--- config.mk ---
export PLATFORM = sky130hd
export DESIGN_NAME = irq_router
export DESIGN_NICKNAME = d
export VERILOG_FILES = /design/src/rtl/irq_route_pkg.sv /design/src/rtl/irq_sync.sv /design/src/rtl/irq_src_cond.sv /design/src/rtl/irq_line_map.sv /design/src/rtl/irq_router.sv
export SDC_FILE = /design/constraint.sdc
export NUM_CORES = 1
export LEC_CHECK = 0
export ABC_AREA = 1
export BUFFER_PORTS_ARGS = -buffer_cell sky130_fd_sc_hd__buf_2
export CORE_AREA = 2 2 82 45
export CTS_CLUSTER_SIZE = 30
export DETAILED_ROUTE_END_ITERATION = 8
export DIE_AREA = 0 0 84 47
export PLACE_DENSITY = 0.61
export SLEW_MARGIN = 10
export SYNTH_ARGS = -nofsm -noshare
export SYNTH_HDL_FRONTEND = slang
export SYNTH_SLANG_ARGS = --single-unit
--- constraint.sdc ---
create_clock -name clk -period 1.3 [get_ports clk]
set_clock_uncertainty 0.15 [all_clocks]
set_input_delay 0 -clock clk [delete_from_list [all_inputs] [get_ports clk]]
set_output_delay 0 -clock clk [all_outputs]
set_load 0.005 [all_outputs]
--- src/rtl/irq_route_pkg.sv ---
package irq_route_pkg;

    localparam int CFG_W      = 16;
    localparam int ROUTE_W    = 3;
    localparam int LINE_COUNT = 1 << ROUTE_W;
    localparam int SRC_COUNT  = 3;

    // Source slots
    localparam int SRC_EXP = 0;
    localparam int SRC_PF  = 1;
    localparam int SRC_SPR = 2;

    typedef struct packed {
        logic               en;
        logic [ROUTE_W-1:0] sel;
    } route_t;

    typedef struct packed {
        route_t exp_r;
        logic   exp_use_alt;
        logic   bnc_active_low;
        route_t pf_r;
        route_t spr_r;
    } cfg_t;

    function automatic cfg_t decode_cfg(input logic [CFG_W-1:0] w);
        cfg_t c;
        c.exp_r.sel      = w[2:0];
        c.exp_use_alt    = w[3];
        c.bnc_active_low = w[4];
        c.exp_r.en       = w[5];
        c.pf_r.sel       = w[8:6];
        c.pf_r.en        = w[9];
        c.spr_r.sel      = w[12:10];
        c.spr_r.en       = w[13];
        return c;
    endfunction

    // ISA request number driven for a route code
    function automatic int unsigned code_to_isa(input logic [ROUTE_W-1:0] code);
        case (code)
            3'd7:    return 9;
            3'd6:    return 3;
            3'd5:    return 4;
            3'd4:    return 5;
            3'd3:    return 6;
            3'd2:    return 7;
            3'd1:    return 10;
            default: return 11;
        endcase
    endfunction

endpackage

--- src/rtl/irq_sync.sv ---
module irq_sync #(
    parameter int WIDTH  = 4,
    parameter int STAGES = 2
) (
    input  logic             clk,
    input  logic             rst,
    input  logic [WIDTH-1:0] din,
    output logic [WIDTH-1:0] dout
);
    logic [STAGES-1:0][WIDTH-1:0] q;

    always_ff @(posedge clk) begin
        if (rst) begin
            q <= '0;
        end else begin
            q[0] <= din;
            for (int k = 1; k < STAGES; k++) begin
                q[k] <= q[k-1];
            end
        end
    end

    assign dout = q[STAGES-1];
endmodule

--- src/rtl/irq_src_cond.sv ---
module irq_src_cond
    import irq_route_pkg::*;
(
    input  logic                 clk,
    input  logic                 rst,
    input  cfg_t                 cfg_i,
    input  logic                 bnc_s,
    input  logic                 alt_s,
    input  logic                 pf_s,
    input  logic                 spr_s,
    input  logic                 pf_clr,
    output logic [SRC_COUNT-1:0] en_o,
    output logic [SRC_COUNT-1:0] act_o
);
    logic pf_revoked;
    logic exp_req;

    // Clear wins over a low enable bit in the same cycle
    always_ff @(posedge clk) begin
        if (rst)              pf_revoked <= 1'b0;
        else if (pf_clr)      pf_revoked <= 1'b1;
        else if (!cfg_i.pf_r.en) pf_revoked <= 1'b0;
    end

    always_comb begin
        exp_req = cfg_i.exp_use_alt ? alt_s : (bnc_s ^ cfg_i.bnc_active_low);
        en_o[SRC_EXP]  = cfg_i.exp_r.en;
        en_o[SRC_PF]   = cfg_i.pf_r.en & ~pf_revoked;
        en_o[SRC_SPR]  = cfg_i.spr_r.en;
        act_o[SRC_EXP] = en_o[SRC_EXP] & exp_req;
        act_o[SRC_PF]  = en_o[SRC_PF]  & pf_s;
        act_o[SRC_SPR] = en_o[SRC_SPR] & spr_s;
    end

    AST_PF_CLEAR_REVOKES: assert property (@(posedge clk) disable iff (rst)
        pf_clr |=> !en_o[SRC_PF]);

    AST_ACT_NEEDS_EN: assert property (@(posedge clk) disable iff (rst)
        (act_o & ~en_o) == '0);
endmodule

--- src/rtl/irq_line_map.sv ---
module irq_line_map
    import irq_route_pkg::*;
#(
    parameter int NSRC = SRC_COUNT,
    parameter int NLINE = LINE_COUNT
) (
    input  route_t [NSRC-1:0] routes_i,
    input  logic   [NSRC-1:0] en_i,
    input  logic   [NSRC-1:0] act_i,
    output logic   [NLINE-1:0] oe_o,
    output logic   [NLINE-1:0] lvl_o
);
    for (genvar ln = 0; ln < NLINE; ln++) begin : g_line
        logic hit_oe;
        logic hit_lvl;
        always_comb begin
            hit_oe  = 1'b0;
            hit_lvl = 1'b0;
            for (int s = 0; s < NSRC; s++) begin
                if (routes_i[s].sel == ROUTE_W'(ln)) begin
                    hit_oe  = hit_oe  | en_i[s];
                    hit_lvl = hit_lvl | act_i[s];
                end
            end
        end
        assign oe_o[ln]  = hit_oe;
        assign lvl_o[ln] = hit_lvl;
    end
endmodule

--- src/rtl/irq_router.sv ---
module irq_router
    import irq_route_pkg::*;
#(
    parameter int SYNC_STAGES = 2
) (
    input  logic                  clk,
    input  logic                  rst,
    input  logic [CFG_W-1:0]      cfg_word,
    input  logic                  bnc_irq_in,
    input  logic                  alt_irq_in,
    input  logic                  pf_irq_in,
    input  logic                  spare_irq_in,
    input  logic                  pf_en_clr,
    output logic [LINE_COUNT-1:0] irq_level,
    output logic [LINE_COUNT-1:0] irq_oe
);
    localparam int RAW_W = 4;

    cfg_t                   cfg;
    logic [RAW_W-1:0]       raw_s;
    logic [SRC_COUNT-1:0]   src_en;
    logic [SRC_COUNT-1:0]   src_act;
    route_t [SRC_COUNT-1:0] routes;
    logic [LINE_COUNT-1:0]  nxt_oe;
    logic [LINE_COUNT-1:0]  nxt_lvl;

    assign cfg = decode_cfg(cfg_word);

    irq_sync #(.WIDTH(RAW_W), .STAGES(SYNC_STAGES)) u_sync (
        .clk  (clk),
        .rst  (rst),
        .din  ({spare_irq_in, pf_irq_in, alt_irq_in, bnc_irq_in}),
        .dout (raw_s)
    );

    irq_src_cond u_cond (
        .clk    (clk),
        .rst    (rst),
        .cfg_i  (cfg),
        .bnc_s  (raw_s[0]),
        .alt_s  (raw_s[1]),
        .pf_s   (raw_s[2]),
        .spr_s  (raw_s[3]),
        .pf_clr (pf_en_clr),
        .en_o   (src_en),
        .act_o  (src_act)
    );

    assign routes[SRC_EXP] = cfg.exp_r;
    assign routes[SRC_PF]  = cfg.pf_r;
    assign routes[SRC_SPR] = cfg.spr_r;

    irq_line_map #(.NSRC(SRC_COUNT), .NLINE(LINE_COUNT)) u_map (
        .routes_i (routes),
        .en_i     (src_en),
        .act_i    (src_act),
        .oe_o     (nxt_oe),
        .lvl_o    (nxt_lvl)
    );

    always_ff @(posedge clk) begin
        if (rst) begin
            irq_oe    <= '0;
            irq_level <= '0;
        end else begin
            irq_oe    <= nxt_oe;
            irq_level <= nxt_lvl;
        end
    end

    AST_LEVEL_NEEDS_DRIVE: assert property (@(posedge clk) disable iff (rst)
        (irq_level & ~irq_oe) == '0);

    AST_IDLE_NO_DRIVE: assert property (@(posedge clk) disable iff (rst)
        (!cfg_word[5] && !cfg_word[9] && !cfg_word[13]) |=> irq_oe == '0);

    AST_DRIVE_COUNT_BOUND: assert property (@(posedge clk) disable iff (rst)
        $countones(irq_oe) <= SRC_COUNT);
endmodule

---- Word level (Yosys, flattened, before mapping) ----
Cells that the tools add are included.
operators by class
  equal/unequal tests ..................... 22
  muxes and demuxes ....................... 51
  bitwise logic cells ..................... 38
  reductions and logical operators ........ 3
operator list
  operator            count
  $mux 1              51
  $eq 3x3->1 const B  12
  $or 1x1->1          32
  $eq 3x2->1 const B  6
  $eq 3x1->1 const B  3
  $logic_not 3->1     3
  $and 1x1->1         4
  $ne 2x1->1 const B  1
  $not 1->1           1
  $xor 1x1->1         1
word-level totals
  register bits ........................... 25
  input port bits ......................... 23
  output and inout bits ................... 16
  word-level logic and storage cells ...... 119

---- Depth between registers and ports, before layout ----
Gate-level depths: netlist of run 1.
  depth in word-level cells ............... 8
  mapped depth ............................ 7
  depth with buffers taken out ............ 7

---- By module ----
From an unflattened synthesis of run 1, not the netlist that was laid out.
unflattened totals
  cell total of the unflattened synthesis .. 206
  area total of the unflattened synthesis .. 1527.7 sq um
modules (own cells, without submodules)
  module        instances  cells each  area each (sq um)  seq. area each (sq um)
  irq_line_map  1          106         678.2              0.0
  irq_router    1          50          474.2              320.3
  irq_sync      1          29          261.5              160.2
  irq_src_cond  1          21          113.9              20.0

---- Least setup slack after synthesis of run 1 ----
No wires, ideal clock.
  path kind ............................... reg2reg
  from .................................... register u_sync.q (netlist bit u_sync.dout[1])
  to ...................................... register irq_level[4]
  setup time .............................. 129 ps
  arrival time ............................ 751 ps
  data required time ...................... 1021 ps
  path slack .............................. 271 ps
  stages on the path, launching flop included .. 7
  buffers on the path ..................... 0
  clock period less this slack ............ 1029 ps
  cell sequence ........................... dfxtp_1 > nor2_1 > nor2_4 > nand2_2 > nor2_1 > nor2_1 > nor2_1
on the way
  cells in the longest elaborated chain, start to end .. 7
ends and longest elaborated chain
  what                             RTL line            source
  start, declared                  irq_sync.sv:10      logic [STAGES-1:0][WIDTH-1:0] q;
  start signal, assigned by index  irq_sync.sv:18      q[k] <= q[k-1];
  $mux 1 *                         irq_src_cond.sv:26  exp_req = cfg_i.exp_use_alt ? alt_s : (bnc_s ^ cfg_i.bnc_active_low);
  $and 1x1->1 *                    irq_src_cond.sv:30  act_o[SRC_EXP] = en_o[SRC_EXP] & exp_req;
  $mux 1 *                         irq_line_map.sv:20  if (routes_i[s].sel == ROUTE_W'(ln)) begin
  $or 1x1->1                       irq_line_map.sv:22  hit_lvl = hit_lvl | act_i[s];
  $mux 1 *                         irq_line_map.sv:20
  $or 1x1->1                       irq_line_map.sv:22
  $mux 1 *                         irq_line_map.sv:20
  end signal, assigned             irq_router.sv:67    irq_level <= nxt_lvl;
  end, declared                    irq_router.sv:14    output logic [LINE_COUNT-1:0] irq_level,
Every way passes the cells marked *; elsewhere a longest branch is shown, timed or not.
A chain may end at the register's enable or synchronous reset.

---- Worst setup path in the final report of run 1 ----
  from .................................... input port cfg_word[12]
  to ...................................... register irq_oe[0]
on the way
  cells in the longest elaborated chain, start to end .. 2
ends and longest elaborated chain
  what                  RTL line            source
  start, declared       irq_router.sv:8     input logic [CFG_W-1:0] cfg_word,
  $logic_not 3->1       irq_line_map.sv:20
  $mux 1                irq_line_map.sv:20
  end signal, assigned  irq_router.sv:66    irq_oe <= nxt_oe;
  end, declared         irq_router.sv:15    output logic [LINE_COUNT-1:0] irq_oe
No other way between the ends.

==> results of run 1 <==
[through the flow]
stage	setup TNS [ps]	total power, mW	cells	worst slack, ps
floorplan	0	0.949	188	271
global placement	0	1.03	261	155
detailed placement	0	1.03	261	140
CTS	0	1.56	287	47.5
global route	-2.26	1.64	287	-2.26
finish	0	1.55	287	43.1
[worst paths after layout]
| check | end | slack, ps | depth (start not counted) |
|---|---|---|---|
| hold reg to reg | u_sync.dout[0] | 250 | 2 |
| setup / recovery | irq_oe[0] | 40 | 5 |
| setup reg to reg | irq_level[1] | 110 | 7 |
| hold / removal | irq_level[7] | 50 | 6 |
[synthesized netlist by cell type]
cell type  count  share of area [%]
nor2_4         1               0.91
buf_4          2                1.2
buf_6          1               0.91
a21oi_2        1               0.71
nand4_1        8                4.1
o21ai_1        2               0.81
nor2_2         4                2.0
o211ai_1       1               0.61
nand2_2        2                1.0
nor2_1        44                 13
inv_2         10                3.0
inv_1         20                6.1
nand3_2        1               0.81
dfxtp_1       25                 41
nor3_2         2                1.6
a21oi_1        5                2.0
nand2_1       36                 11
nor3_1         3                1.2
clkbuf_1       3               0.91
nand3_1       15                6.1
a31oi_1        2                1.0
[kinds of logic (layout without fill, tap and decap cells)]
kind of cell	Yosys count	count (layout)	synth area share, %
AOI/OAI and AO/OA	11	11	5.17
buffers and inverters	36	93	12.2
DFF	25	25	40.6
and+or+nand+nor	116	116	42.1
[final cells by class]
class / count / area [µm²] / share of cell area [%]
sequential: 25 / 500 / 29.0
inverter: 30 / 118 / 6.82
clock inverter: 1 / 5.00 / 0.290
multi-input combinational: 127 / 601 / 34.8
tap: 42 / 52.6 / 3.05
clock buffer: 3 / 41.3 / 2.39
timing repair buffer: 59 / 408 / 23.6
[timing repair]
action	CTS	global route
buffers inserted	0	0
hold buffers	22	0
gates resized for setup	0	6
hold endpoints to repair	19	0
endpoints found under the setup margin	0	4
[layer usage]
| layer | wire, µm | share of wire [%] | up-vias | GRT usage [%] |
|---|---|---|---|---|
| met3 | 203 | 6.0 | 2 | 4.75 |
| met5 | 0 | 0 | - | 0 |
| met2 | 1390 | 41 | 48 | 28.3 |
| met1 | 1760 | 52 | 582 | 26.3 |
| met4 | 8 | 0.24 | 0 | 2.90 |
| li1 | - | - | 697 | - |
[registers in the layout, indices dropped and copies added (netlist names)]
name               flops
irq_level              8
irq_oe                 8
u_cond.pf_revoked      1
u_sync.dout            4
u_sync.q               4
[power breakdown]
part / total [mW] / internal (mW) / switching (mW)
Clock: 0.469 / 0.215 / 0.255
Sequential: 0.804 / 0.793 / 0.0112
Combinational: 0.274 / 0.120 / 0.154
[worst reg2reg max path: stages (launching register included)]
cell and delay (ps):
dfxtp_1 340, inv_1 40, nand2_1 50, nand3_1 110, nand2_2 170, nor2_1 70
nor2_1 100, nor2_1 40
==> reports/qor.yml, run 1 <==
place:
  place_hpwl_um: 2410
  place_area_mm2: 0.00144
  gp_congestion: 0.826
  port_buffers: 36
worst_hold_path:
  hp-class: "input port to register"
  min_from: "cfg_word[4]"
global_routing:
  overflow: 0
  track_usage_pct: 18.2
  grt_pass1_vias: 1144
  grt_start_max_net_pins: 15
  grt_pass1_wl_um: 5380
  antenna_found_initial: 0
worst_setup_path:
  rr_startpoint: "u_sync.dout[0]"
  required_ps: 1350
  cpMaxStageDelayCell: "dlygate4sd3_1"
  startpoint: "cfg_word[12]"
  crit_buf_inv: 2
  worstSetupStartpointType: "input port"
  critPathMaxStageDelay_ps: 540
  path_class: "input port to register"
  crit_family: "buffers and inverters"
  end_kind: "register"
  path_cells: "dlygate4sd3_1 -> buf_2 -> nor3_1 -> nand2_1 -> a31oi_1"
  cp.arrival_ps: 1310
  path_max_fanout: 9
clocking:
  clock_sinks: 25
  clk_path_buf_depth: 2
  htreeDepth: 1
  cts-buffers-inserted: 3
  cts-root-buf: "clkbuf_8"
  insertion_delay_ps: 270
  cts_tree: "yes"
  clk_pin_slew_worst_paths_ps: 90
drt:
  num_vias: 1329
  drc_errors: 0
  vias_per_cell: 4.63
  drtAntennaViolNets: 0
  wl_per_cell_um: 11.7
  drt_pass1_iterations: 4
  wl_um: 3360
  drt_iter0_drc: 60
floorplanning:
  io_pins: 39
  num_rows: 15
  initial_utilization_pct: 38.0
  die_h_um: 47
  dieArea_mm2: 0.00395
  core_area_mm2: 0.00325
  dieWidth_um: 84
run:
  drv_cap: 0
final_layout:
  n_fill_cell: 340
  design_area_mm2: 0.00173
  synthToLayoutAreaGrowth_pct: 39.9
  drive_gt1_share_pct: 26.5
  n_antenna_cell: 0
  final_common_cell: "nor2_1"
  final_net_count: 269
  fin_util_pct: 53.1
  layout_common_cells: "nor2_1 (43), nand2_1 (36), buf_2 (36)"
timing:
  fin_crit_sh_pct: 96.7
  hold_violations: 0
  finalMaxSlewViolations: 0
  rsz0062_at_grt: "yes"
  setup_viol: 0
  worst_slew_pin_slew_ps: 427
  whs_ps: 49.1
  fin_crit_ps: 1260
  slew_headroom_pct: 71.4
  fmax_mhz: 796
synthesis:
  syn_area_per_cell_um2: 6.56
  yosysWarnings: 0
  syn-cell-area_mm2: 0.00123
  syn_inst: 188
  ys_seq_elements: 25
  seq_area_frac_synth_pct: 40.6
  synth_cell_types: 21
  synth_nets: 211
power_and_ir_drop:
  peakVddDrop_mv: 0.455
  p_per_area_mw_per_mm2: 897
  p_leak_nw: 0.871
outcome:
  run_status: "finished clean"
(Power assumes the default switching activity.)
==> inputs of run 2 (changes only) <==
Settings changed: BUFFER_PORTS_ARGS -buffer_cell sky130_fd_sc_hd__buf_2 to unset, DONT_BUFFER_PORTS set to 1, PLACE_DENSITY 0.61 to 0.51.
==> run 2 against run 1 <==
First-iteration DRC count rose by 8.3%. Largest power group unchanged. Final cell count fell by 11%. Non-clock buffer count fell by 32.
==> reports/qor.yml, run 2 (synthesis gave the netlist of run 1 again) <==
drt:
  vias_per_cell: 4.93
  drc_errors: 0
  drt_pass1_iterations: 4
  wl_per_cell_um: 13.6
  num_vias: 1258
  wl_um: 3470
  drt_iter0_drc: 65
  drtAntennaViolNets: 0
timing:
  finalMaxSlewViolations: 0
  slew_headroom_pct: 51.8
  setup_viol: 0
  hold_violations: 0
  fin_crit_sh_pct: 95.8
  whs_ps: 134
  fin_crit_ps: 1250
  worst_slew_pin_slew_ps: 722
  setup-tns-final_ps: 0
  fmax_mhz: 803
clocking:
  cts-buffers-inserted: 3
  htreeDepth: 1
  clk_pin_slew_worst_paths_ps: 80
  clock_sinks: 25
  postCtsSetupRepairBufs: 0
  cts_tree: "yes"
  cts-root-buf: "clkbuf_8"
  clk_path_buf_depth: 2
  insertion_delay_ps: 260
outcome:
  run_status: "finished clean"
global_routing:
  grt_pass1_wl_um: 5460
  antenna_found_initial: 0
  track_usage_pct: 18.5
  grt_pass1_vias: 1153
  grt_start_max_net_pins: 18
  overflow: 0
power_and_ir_drop:
  p_per_area_mw_per_mm2: 944
  p_leak_nw: 0.776
  peakVddDrop_mv: 0.436
floorplanning:
  dieArea_mm2: 0.00395
  dieWidth_um: 84
  die_h_um: 47
  core_area_mm2: 0.00325
  num_rows: 15
  initial_utilization_pct: 38.0
  io_pins: 39
worst_setup_path:
  reg2regPathDepth: 3
  rr_startpoint: "u_sync.q[2]"
  r2r-end: "u_sync.dout[2]"
  critPathMaxStageDelay_ps: 630
  required_ps: 1370
  end_kind: "register"
  worstSetupStartpointType: "input port"
  path_max_fanout: 6
  cpMaxStageDelayCell: "dlygate4sd3_1"
  path_cells: "dlygate4sd3_1 -> inv_2 -> nand3_1 -> o211ai_1 -> nand2_1 -> inv_1"
  cp.arrival_ps: 1310
  reg2reg_slack_ps: 60
  path_class: "input port to register"
final_layout:
  final_common_cell: "nor2_1"
  synthToLayoutAreaGrowth_pct: 29.0
  n_antenna_cell: 0
  final_net_count: 237
  drive_gt1_share_pct: 12.2
  layout_common_cells: "nor2_1 (44), nand2_1 (36), dfxtp_1 (25)"
  reg_top3: "irq_level: 8 flops, irq_oe: 8 flops"
  design_area_mm2: 0.00159
  n_fill_cell: 356
worst_hold_path:
  min_delay_worst_endpoint: "irq_oe[7]"
  min_from: "cfg_word[5]"
  holdPathStages: 5
  hp-class: "input port to register"
run:
  drv_cap: 0
place:
  gp_congestion: 0.900
  port_buffers: 0
  place_area_mm2: 0.00125
  place_hpwl_um: 2400
-- run 2: critical path: cells and delay by family --
kind | cells | cell delay [ps]
AOI/OAI and AO/OA | 1 | 280
buffers and inverters | 3 | 810
and+or+nand+nor | 2 | 220
-- run 2: worst max path at each step --
stage / from / endpoint / slack, ps / cells past startpoint
3_3_place_gp: u_sync.dout[0] / irq_level[6] / 180 / 7
3_5_place_dp: u_cond.pf_revoked / irq_oe[0] / 150 / 5
5_1_grt: cfg_word[12] / irq_level[7] / -4 / 7
2_1_floorplan: u_sync.dout[1] / irq_level[4] / 270 / 6
6_report: cfg_word[1] / irq_oe[1] / 50 / 6
4_1_cts: rst / irq_oe[7] / 20 / 4
-- run 2: layer usage --
metal,GRT usage [%],wire (µm),up-vias
met3,4.75,196,4
met4,1.94,27,0
met1,26.3,1780,580
met5,0,0,-
li1,-,-,635
met2,29.8,1460,39
-- run 2: what timing repair did --
item / 4_1_cts / 5_1_grt
gates resized for setup: 0 / 8
hold endpoints to repair: 25 / 0
hold buffers: 27 / 0
setup endpoints to repair: 0 / 14
-- run 2: layout make-up --
type                            count  area [µm²]  share of cell area [%]
Tap cell                           42        52.6                    3.30
Timing Repair Buffer               27         283                    17.8
Multi-Input combinational cell    127         598                    37.6
Inverter                           30         113                    7.08
Sequential cell                    25         500                    31.4
Clock buffer                        4        45.0                    2.83
-- run 2: per-stage QoR --
step / power (mW) / util [%] / worst slack (ps) / std cells
6_report: 1.50 / 49.0 / 54.5 / 255
5_1_grt: 1.58 / 49.0 / -3.70 / 255
4_1_cts: 1.52 / 48.2 / 15.9 / 255
3_5_place_dp: 0.954 / 38.5 / 148 / 224
3_3_place_gp: 0.951 / 38.5 / 182 / 224
2_1_floorplan: 0.949 / - / 271 / 188
-- run 2: report_power, final --
group	internal, mW	switching, mW	leakage [nW]
clock	0.219	0.240	0.0228
sequential	0.793	0.0144	0.204
combinational	0.0980	0.138	0.549
total	1.11	0.392	0.776
